**config.mk**
```make
export PLATFORM = sky130hd
export DESIGN_NAME = nor_cmd_shifter
export DESIGN_NICKNAME = d
export VERILOG_FILES = /design/src/rtl/nor_shift_pkg.sv /design/src/rtl/nor_shift_dp.sv /design/src/rtl/nor_shift_ctl.sv /design/src/rtl/nor_cmd_shifter.sv
export SDC_FILE = /design/constraint.sdc
export NUM_CORES = 1
export LEC_CHECK = 0
export CELL_PAD_IN_SITES_DETAIL_PLACEMENT = 1
export CELL_PAD_IN_SITES_GLOBAL_PLACEMENT = 2
export CORE_UTILIZATION = 30
export DETAILED_ROUTE_END_ITERATION = 6
export DONT_BUFFER_PORTS = 1
export MAX_ROUTING_LAYER = met4
export PLACE_DENSITY = 0.58
export SETUP_SLACK_MARGIN = 0.05
export SYNTH_ARGS = -nofsm -noshare
export SYNTH_HDL_FRONTEND = slang
export SYNTH_SLANG_ARGS = --single-unit
```
**constraint.sdc**
```tcl
create_clock -name clk -period 4.7 [get_ports clk]
set_clock_uncertainty 0.2 [all_clocks]
set_input_delay 0.235 -clock clk [delete_from_list [all_inputs] [get_ports clk]]
set_output_delay 0.235 -clock clk [all_outputs]
set_load 0.05 [all_outputs]
```
**src/rtl/nor_shift_pkg.sv**
```systemverilog
package nor_shift_pkg;

  typedef struct packed {
    logic load;    // capture bank into shifter, clear receive chain
    logic sample;  // take spiMiso into receive chain (SCK rising)
    logic shift;   // advance outgoing shifter (SCK falling)
  } shStrobe_t;

  typedef enum logic [2:0] {
    ST_IDLE, ST_SETUP, ST_LOW, ST_HIGH, ST_HOLD
  } shState_t;

  localparam logic [4:0] ADDR_CTRL    = 5'h00;
  localparam logic [4:0] ADDR_COUNT   = 5'h01;
  localparam logic [4:0] ADDR_GUARD   = 5'h02;
  localparam logic [4:0] ADDR_TX_BASE = 5'h08;
  localparam logic [4:0] ADDR_RX_BASE = 5'h10;

  localparam int        START_BIT   = 2;
  localparam logic [7:0] UNLOCK_CODE = 8'h30;

endpackage

```
**src/rtl/nor_shift_dp.sv**
```systemverilog
module nor_shift_dp
  import nor_shift_pkg::*;
#(
  parameter int TX_BYTES = 6,
  parameter int RX_BYTES = 7,
  parameter int CNT_W    = 6
) (
  input  logic             clk,
  input  logic             rstN,
  input  logic             wrEn,
  input  logic [4:0]       addr,
  input  logic [7:0]       wrData,
  input  logic             busy,
  input  shStrobe_t        stb,
  input  logic             miso,
  output logic [7:0]       rdData,
  output logic [CNT_W-1:0] countVal,
  output logic             mosiBit,
  output logic             unlocked
);
  localparam int TX_BITS  = TX_BYTES * 8;
  localparam int RX_BITS  = RX_BYTES * 8;
  localparam int MAX_BITS = RX_BITS;

  logic [7:0]         txBank [TX_BYTES];
  logic [TX_BITS-1:0] txFlat;
  logic [TX_BITS-1:0] txShift;
  logic [RX_BITS-1:0] rxChain;
  logic [CNT_W-1:0]   countReg;
  logic               unlockReg;

  always_comb begin
    for (int i = 0; i < TX_BYTES; i++) txFlat[8*i +: 8] = txBank[i];
  end

  always_ff @(posedge clk or negedge rstN) begin
    if (!rstN) begin
      for (int i = 0; i < TX_BYTES; i++) txBank[i] <= '0;
      countReg  <= '0;
      unlockReg <= 1'b0;
      txShift   <= '0;
      rxChain   <= '0;
    end else begin
      if (wrEn && addr == ADDR_GUARD) unlockReg <= (wrData == UNLOCK_CODE);
      if (wrEn && !busy) begin
        if (addr == ADDR_COUNT) begin
          if (32'(wrData) > MAX_BITS) countReg <= CNT_W'(MAX_BITS);
          else                        countReg <= CNT_W'(wrData);
        end
        for (int i = 0; i < TX_BYTES; i++)
          if (addr == ADDR_TX_BASE + 5'(i)) txBank[i] <= wrData;
      end
      if (stb.load) begin
        txShift <= txFlat;
        rxChain <= '0;
      end else begin
        if (stb.shift)  txShift <= {txShift[TX_BITS-2:0], 1'b0};
        if (stb.sample) rxChain <= {rxChain[RX_BITS-2:0], miso};
      end
    end
  end

  always_comb begin
    rdData = '0;
    if (addr == ADDR_CTRL)  rdData[START_BIT] = busy;
    if (addr == ADDR_COUNT) rdData = 8'(countReg);
    for (int i = 0; i < TX_BYTES; i++)
      if (addr == ADDR_TX_BASE + 5'(i)) rdData = txBank[i];
    for (int i = 0; i < RX_BYTES; i++)
      if (addr == ADDR_RX_BASE + 5'(i)) rdData = rxChain[8*i +: 8];
  end

  assign countVal = countReg;
  assign mosiBit  = txShift[TX_BITS-1];
  assign unlocked = unlockReg;

endmodule

```
**src/rtl/nor_shift_ctl.sv**
```systemverilog
module nor_shift_ctl
  import nor_shift_pkg::*;
#(
  parameter int HALF_DIV = 2,
  parameter int CNT_W    = 6
) (
  input  logic             clk,
  input  logic             rstN,
  input  logic             startReq,
  input  logic [CNT_W-1:0] countVal,
  output shStrobe_t        stb,
  output logic             busy,
  output logic             sck,
  output logic             csN
);
  localparam int PW = $clog2(2 * HALF_DIV) < 1 ? 1 : $clog2(2 * HALF_DIV);
  localparam logic [PW-1:0] HALF_END = PW'(HALF_DIV - 1);
  localparam logic [PW-1:0] FULL_END = PW'(2 * HALF_DIV - 1);

  shState_t         state;
  logic [PW-1:0]    phase;
  logic [CNT_W-1:0] bitsLeft;

  always_ff @(posedge clk or negedge rstN) begin
    if (!rstN) begin
      state    <= ST_IDLE;
      phase    <= '0;
      bitsLeft <= '0;
    end else begin
      phase <= phase + 1'b1;
      unique case (state)
        ST_IDLE: begin
          phase <= '0;
          if (startReq) begin
            state    <= ST_SETUP;
            bitsLeft <= countVal;
          end
        end
        ST_SETUP: if (phase == FULL_END) begin
          phase <= '0;
          state <= (bitsLeft == '0) ? ST_HOLD : ST_LOW;
        end
        ST_LOW: if (phase == HALF_END) begin
          phase <= '0;
          state <= ST_HIGH;
        end
        ST_HIGH: if (phase == HALF_END) begin
          phase    <= '0;
          bitsLeft <= bitsLeft - 1'b1;
          state    <= (bitsLeft == CNT_W'(1)) ? ST_HOLD : ST_LOW;
        end
        ST_HOLD: if (phase == FULL_END) begin
          phase <= '0;
          state <= ST_IDLE;
        end
        default: state <= ST_IDLE;
      endcase
    end
  end

  always_comb begin
    stb.load   = (state == ST_IDLE) && startReq;
    stb.sample = (state == ST_LOW) && (phase == HALF_END);
    stb.shift  = (state == ST_HIGH) && (phase == HALF_END) && (bitsLeft != CNT_W'(1));
  end

  assign sck  = (state == ST_HIGH);
  assign csN  = (state == ST_IDLE);
  assign busy = !csN;

endmodule

```
**src/rtl/nor_cmd_shifter.sv**
```systemverilog
module nor_cmd_shifter
  import nor_shift_pkg::*;
#(
  parameter int HALF_DIV = 2,
  parameter int TX_BYTES = 6,
  parameter int RX_BYTES = 7
) (
  input  logic       clk,
  input  logic       rstN,
  input  logic       wrEn,
  input  logic [4:0] addr,
  input  logic [7:0] wrData,
  output logic [7:0] rdData,
  output logic       spiSck,
  output logic       spiCsN,
  output logic       spiMosi,
  input  logic       spiMiso
);
  localparam int MAX_BITS = RX_BYTES * 8;
  localparam int CNT_W    = $clog2(MAX_BITS + 1);

  shStrobe_t        stb;
  logic             busy;
  logic             unlocked;
  logic             mosiBit;
  logic             startReq;
  logic [CNT_W-1:0] countVal;

  assign startReq = wrEn && (addr == ADDR_CTRL) && wrData[START_BIT] && unlocked && !busy;

  nor_shift_ctl #(.HALF_DIV(HALF_DIV), .CNT_W(CNT_W)) uCtl (
    .clk(clk), .rstN(rstN), .startReq(startReq), .countVal(countVal),
    .stb(stb), .busy(busy), .sck(spiSck), .csN(spiCsN)
  );

  nor_shift_dp #(.TX_BYTES(TX_BYTES), .RX_BYTES(RX_BYTES), .CNT_W(CNT_W)) uDp (
    .clk(clk), .rstN(rstN), .wrEn(wrEn), .addr(addr), .wrData(wrData),
    .busy(busy), .stb(stb), .miso(spiMiso), .rdData(rdData),
    .countVal(countVal), .mosiBit(mosiBit), .unlocked(unlocked)
  );

  assign spiMosi = busy ? mosiBit : 1'b0;

endmodule

```
==> results_dict.tcl <==
set metrics [dict create \
    internal-power_uw 2440 \
    reg2reg_depth 6 \
    htreeDepth 4 \
    fmax_mhz 325 \
    fin_crit_sh 0.654 \
    synth_area_sq_mm 0.00861 \
    die_area_sq_mm 0.0294 \
    drc 0 \
    max_cap_viol_count 0 \
    hold-path-endpoint "uDp.txBank[14]" \
    ant_nets 0 \
    cts_hold_buf 19 \
    cts_resized 0 \
    setup-violations-final 0 \
    synthFlopType "dfrtp_1" \
    layout_min_cycle_time_ps 3080 \
    routedWlPerCell_microns 21.9 \
    vias_per_cell 5.21 \
    hp-class "primary input to register" \
    clkTransAtPathRegs_ps 70 \
    required_ps 4260 \
    pwr-share-comb 0.085 \
    place.gp.congestion 0.802 \
    ys_types 63 \
    drive_gt1_frac 0.137 \
    setup.worst_path.start_class "register" \
    worst_pin_slew_ps 1170 \
    io_pins 28 \
    fin_cells 1266 \
    hp-start "wrEn" \
    async_flop_share 1.00 \
    clk_path_buf_depth 2 \
    r2r_slack_ps 1690 \
    fin_nets 894 \
    fin_setup_tns_ps 0 \
    fp-row-count 61 \
    die_y_microns 171 \
    power.density_mw_per_mm2 350 \
    grt_use_total 0.208 \
    fillers 3183 \
    max_slew_margin 0.219 \
    num_vias 6598 \
    dp.cells 1212 \
    ys_seq_elements 170 \
    ys_warn_count 0 \
    initial_core_util 0.307 \
    grt_max_degree 171 \
    leakage_uw 0.00394 \
    crit_path_end_kind "primary output" \
    cts_buffers 17 \
    antenna_found_initial 3 \
    synth_enable_flop_cells 0 \
    routed_wl_microns 27700 \
    worstHoldPathCells 2 \
    grt_pass1_vias 7093 \
    status "completed" \
    syn_to_final_growth_pct 12.5 \
    grt_setup_unrepaired "no" \
    seq_power_share 0.487 \
    dr.pass1.iters 4 \
    vdd_drop_max_mv 0.238 \
    globalRouteOverflowTotal 0 \
    die_w_microns 171 \
    startpoint "uCtl.state[0]" \
    root_buffer "clkbuf_16" \
    hpwlAfterDp_microns 18000 \
    finalHoldViolCount 0 \
    cts_tree "yes" \
    syn_inst 886 \
    core-area_sq_mm 0.0280 \
    syn_area_per_cell_sq_um 9.71 \
    p_sw_frac 0.279 \
    clock-sinks 170 \
    pwr-share-clk 0.429 \
    slew_viol_final 0 \
    regToRegEndpoint "uDp.txShift[26]" \
    postCtsSetupBuffers 0 \
    io_buffer_count 0 \
    worstSetupPathType "register to primary output" \
    p_sw_uw 943 \
    insertion_delay_ps 440 \
    r2r_start "uCtl.state[0]" \
    arrival_ps 2640 \
    syn-num-nets 908 \
    grt_pass1_wl_microns 43800 \
    synth-seq-area-share 0.494 \
    first_iter_violations 427 \
    critPathMaxFanout 12 \
]
-- per-layer routing --
layer | GRT usage | up-vias | part of all wire
met3 | 0.0472 | 20 | 0.038
met2 | 0.311 | 85 | 0.46
met5 | - | - | 0
met4 | 0.0555 | 0 | 0.014
li1 | - | 3104 | -
met1 | 0.281 | 3389 | 0.49
-- worst max path at each step --
stage,endpoint,slack (ps),cells past startpoint
2_1_floorplan,rdData[2],2160,7
3_3_place_gp,uDp.txShift[21],1800,6
3_5_place_dp,uDp.txShift[19],1650,6
4_1_cts,rdData[2],1630,7
5_1_grt,uDp.txShift[24],1470,6
6_report,rdData[2],1620,7
-- cell usage after synthesis (all sizes together) (2+ instances only) --
| cell | instances | share of area |
|---|---|---|
| and2 | 3 | 0.0022 |
| inv | 12 | 0.0052 |
| o21ai | 75 | 0.044 |
| nor2b | 9 | 0.0065 |
| nand3 | 15 | 0.0099 |
| a21oi | 84 | 0.049 |
| nor2 | 26 | 0.013 |
| nand2 | 187 | 0.083 |
| a31oi | 7 | 0.0051 |
| buf | 42 | 0.027 |
| clkbuf | 25 | 0.011 |
| mux2 | 53 | 0.069 |
| dfrtp | 170 | 0.49 |
| a21o | 4 | 0.0035 |
| a22o | 5 | 0.0051 |
| o21a | 2 | 0.0017 |
| o22ai | 8 | 0.0058 |
| a22oi | 4 | 0.0035 |
| nand2b | 7 | 0.0051 |
| nor4 | 4 | 0.0054 |
| mux2i | 64 | 0.074 |
| nor3b | 4 | 0.0041 |
| o221ai | 7 | 0.0071 |
| or2 | 2 | 0.0015 |
| ha | 5 | 0.0073 |
| nor3 | 18 | 0.013 |
| nand4b | 2 | 0.0020 |
| nor4b | 2 | 0.0038 |
| a32oi | 4 | 0.0041 |
| o211ai | 5 | 0.0044 |
| a221oi | 4 | 0.0048 |
| o2bb2ai | 3 | 0.0031 |
| a211oi | 3 | 0.0026 |
| or4 | 2 | 0.0017 |
| nand3b | 2 | 0.0017 |
| nand4 | 5 | 0.0036 |
-- critical path: stages, from the launching register on --
cell     delay, ps
dfrtp_1        640
nor3_4          70
buf_4          230
o21ai_0        290
nand2_1        140
a32o_1         260
a31oi_1        320
buf_4          270
-- sequential cells by signal, summed over array words and instances, names as in the netlist --
name	count
uCtl.state	3
uCtl.bitsLeft	6
uDp.rxChain	56
uDp.txBank	48
uCtl.phase	2
uDp.txShift	48
uDp.unlocked	1
uDp.countVal	6
-- layout by cell type, fill, tap and decap left out, types with 7 or more instances in the layout --
cell           instances
a21oi_1               84
a31oi_1                7
buf_4                 15
clkbuf_16             17
dfrtp_1              170
dlygate4sd3_1         18
inv_1                 12
mux2_2                53
mux2i_1               64
nand2_1              183
nand2b_1               7
nand3_1               13
nor2_1                23
nor2b_1                9
nor3_1                16
o21ai_0               53
o21ai_1               22
o221ai_1               7
o22ai_1                8
-- kinds of logic after synthesis --
kind of cell,synth area share
AOI/OAI and AO/OA,0.151
muxes,0.144
DFF,0.494
adders and majority gates,0.00727
and+or+nand+nor,0.159
xor gates and xnor gates,0.00102
buffers and inverters,0.0435
-- area by class of cell --
type	count	area (sq um)	area share
tap	378	473	0.0488
inverter	12	45.0	0.00465
sequential	170	4250	0.439
clock buffer	18	439	0.0454
clock inverter	14	151	0.0156
antenna	3	7.51	0.000775
timing repair buffer	34	320	0.0331
multi-input combinational	637	3990	0.412
-- power by group through the flow --
stage / combinational (uW) / clock (uW) / sequential, uW
after floorplan: 202 / 0 / 1620
after global placement: 224 / 0 / 1670
after detailed placement: 228 / 0 / 1680
after CTS: 293 / 1500 / 1650
after global routing: 312 / 1550 / 1660
final: 288 / 1450 / 1650
-- stage by stage --
step	worst slack, ps	util	total power [uW]	cell area [sq um]	hold slack [ps]
3_5_place_dp	1650	0.317	1900	8880	-254
4_1_cts	1630	0.345	3440	9670	3.12
5_1_grt	1470	0.346	3520	9680	29.9
6_report	1620	0.346	3390	9680	38.3
2_1_floorplan	2160	-	1820	8610	-261
3_3_place_gp	1800	0.317	1900	8880	-252
Note: power is estimated with default switching activity, not from simulation.
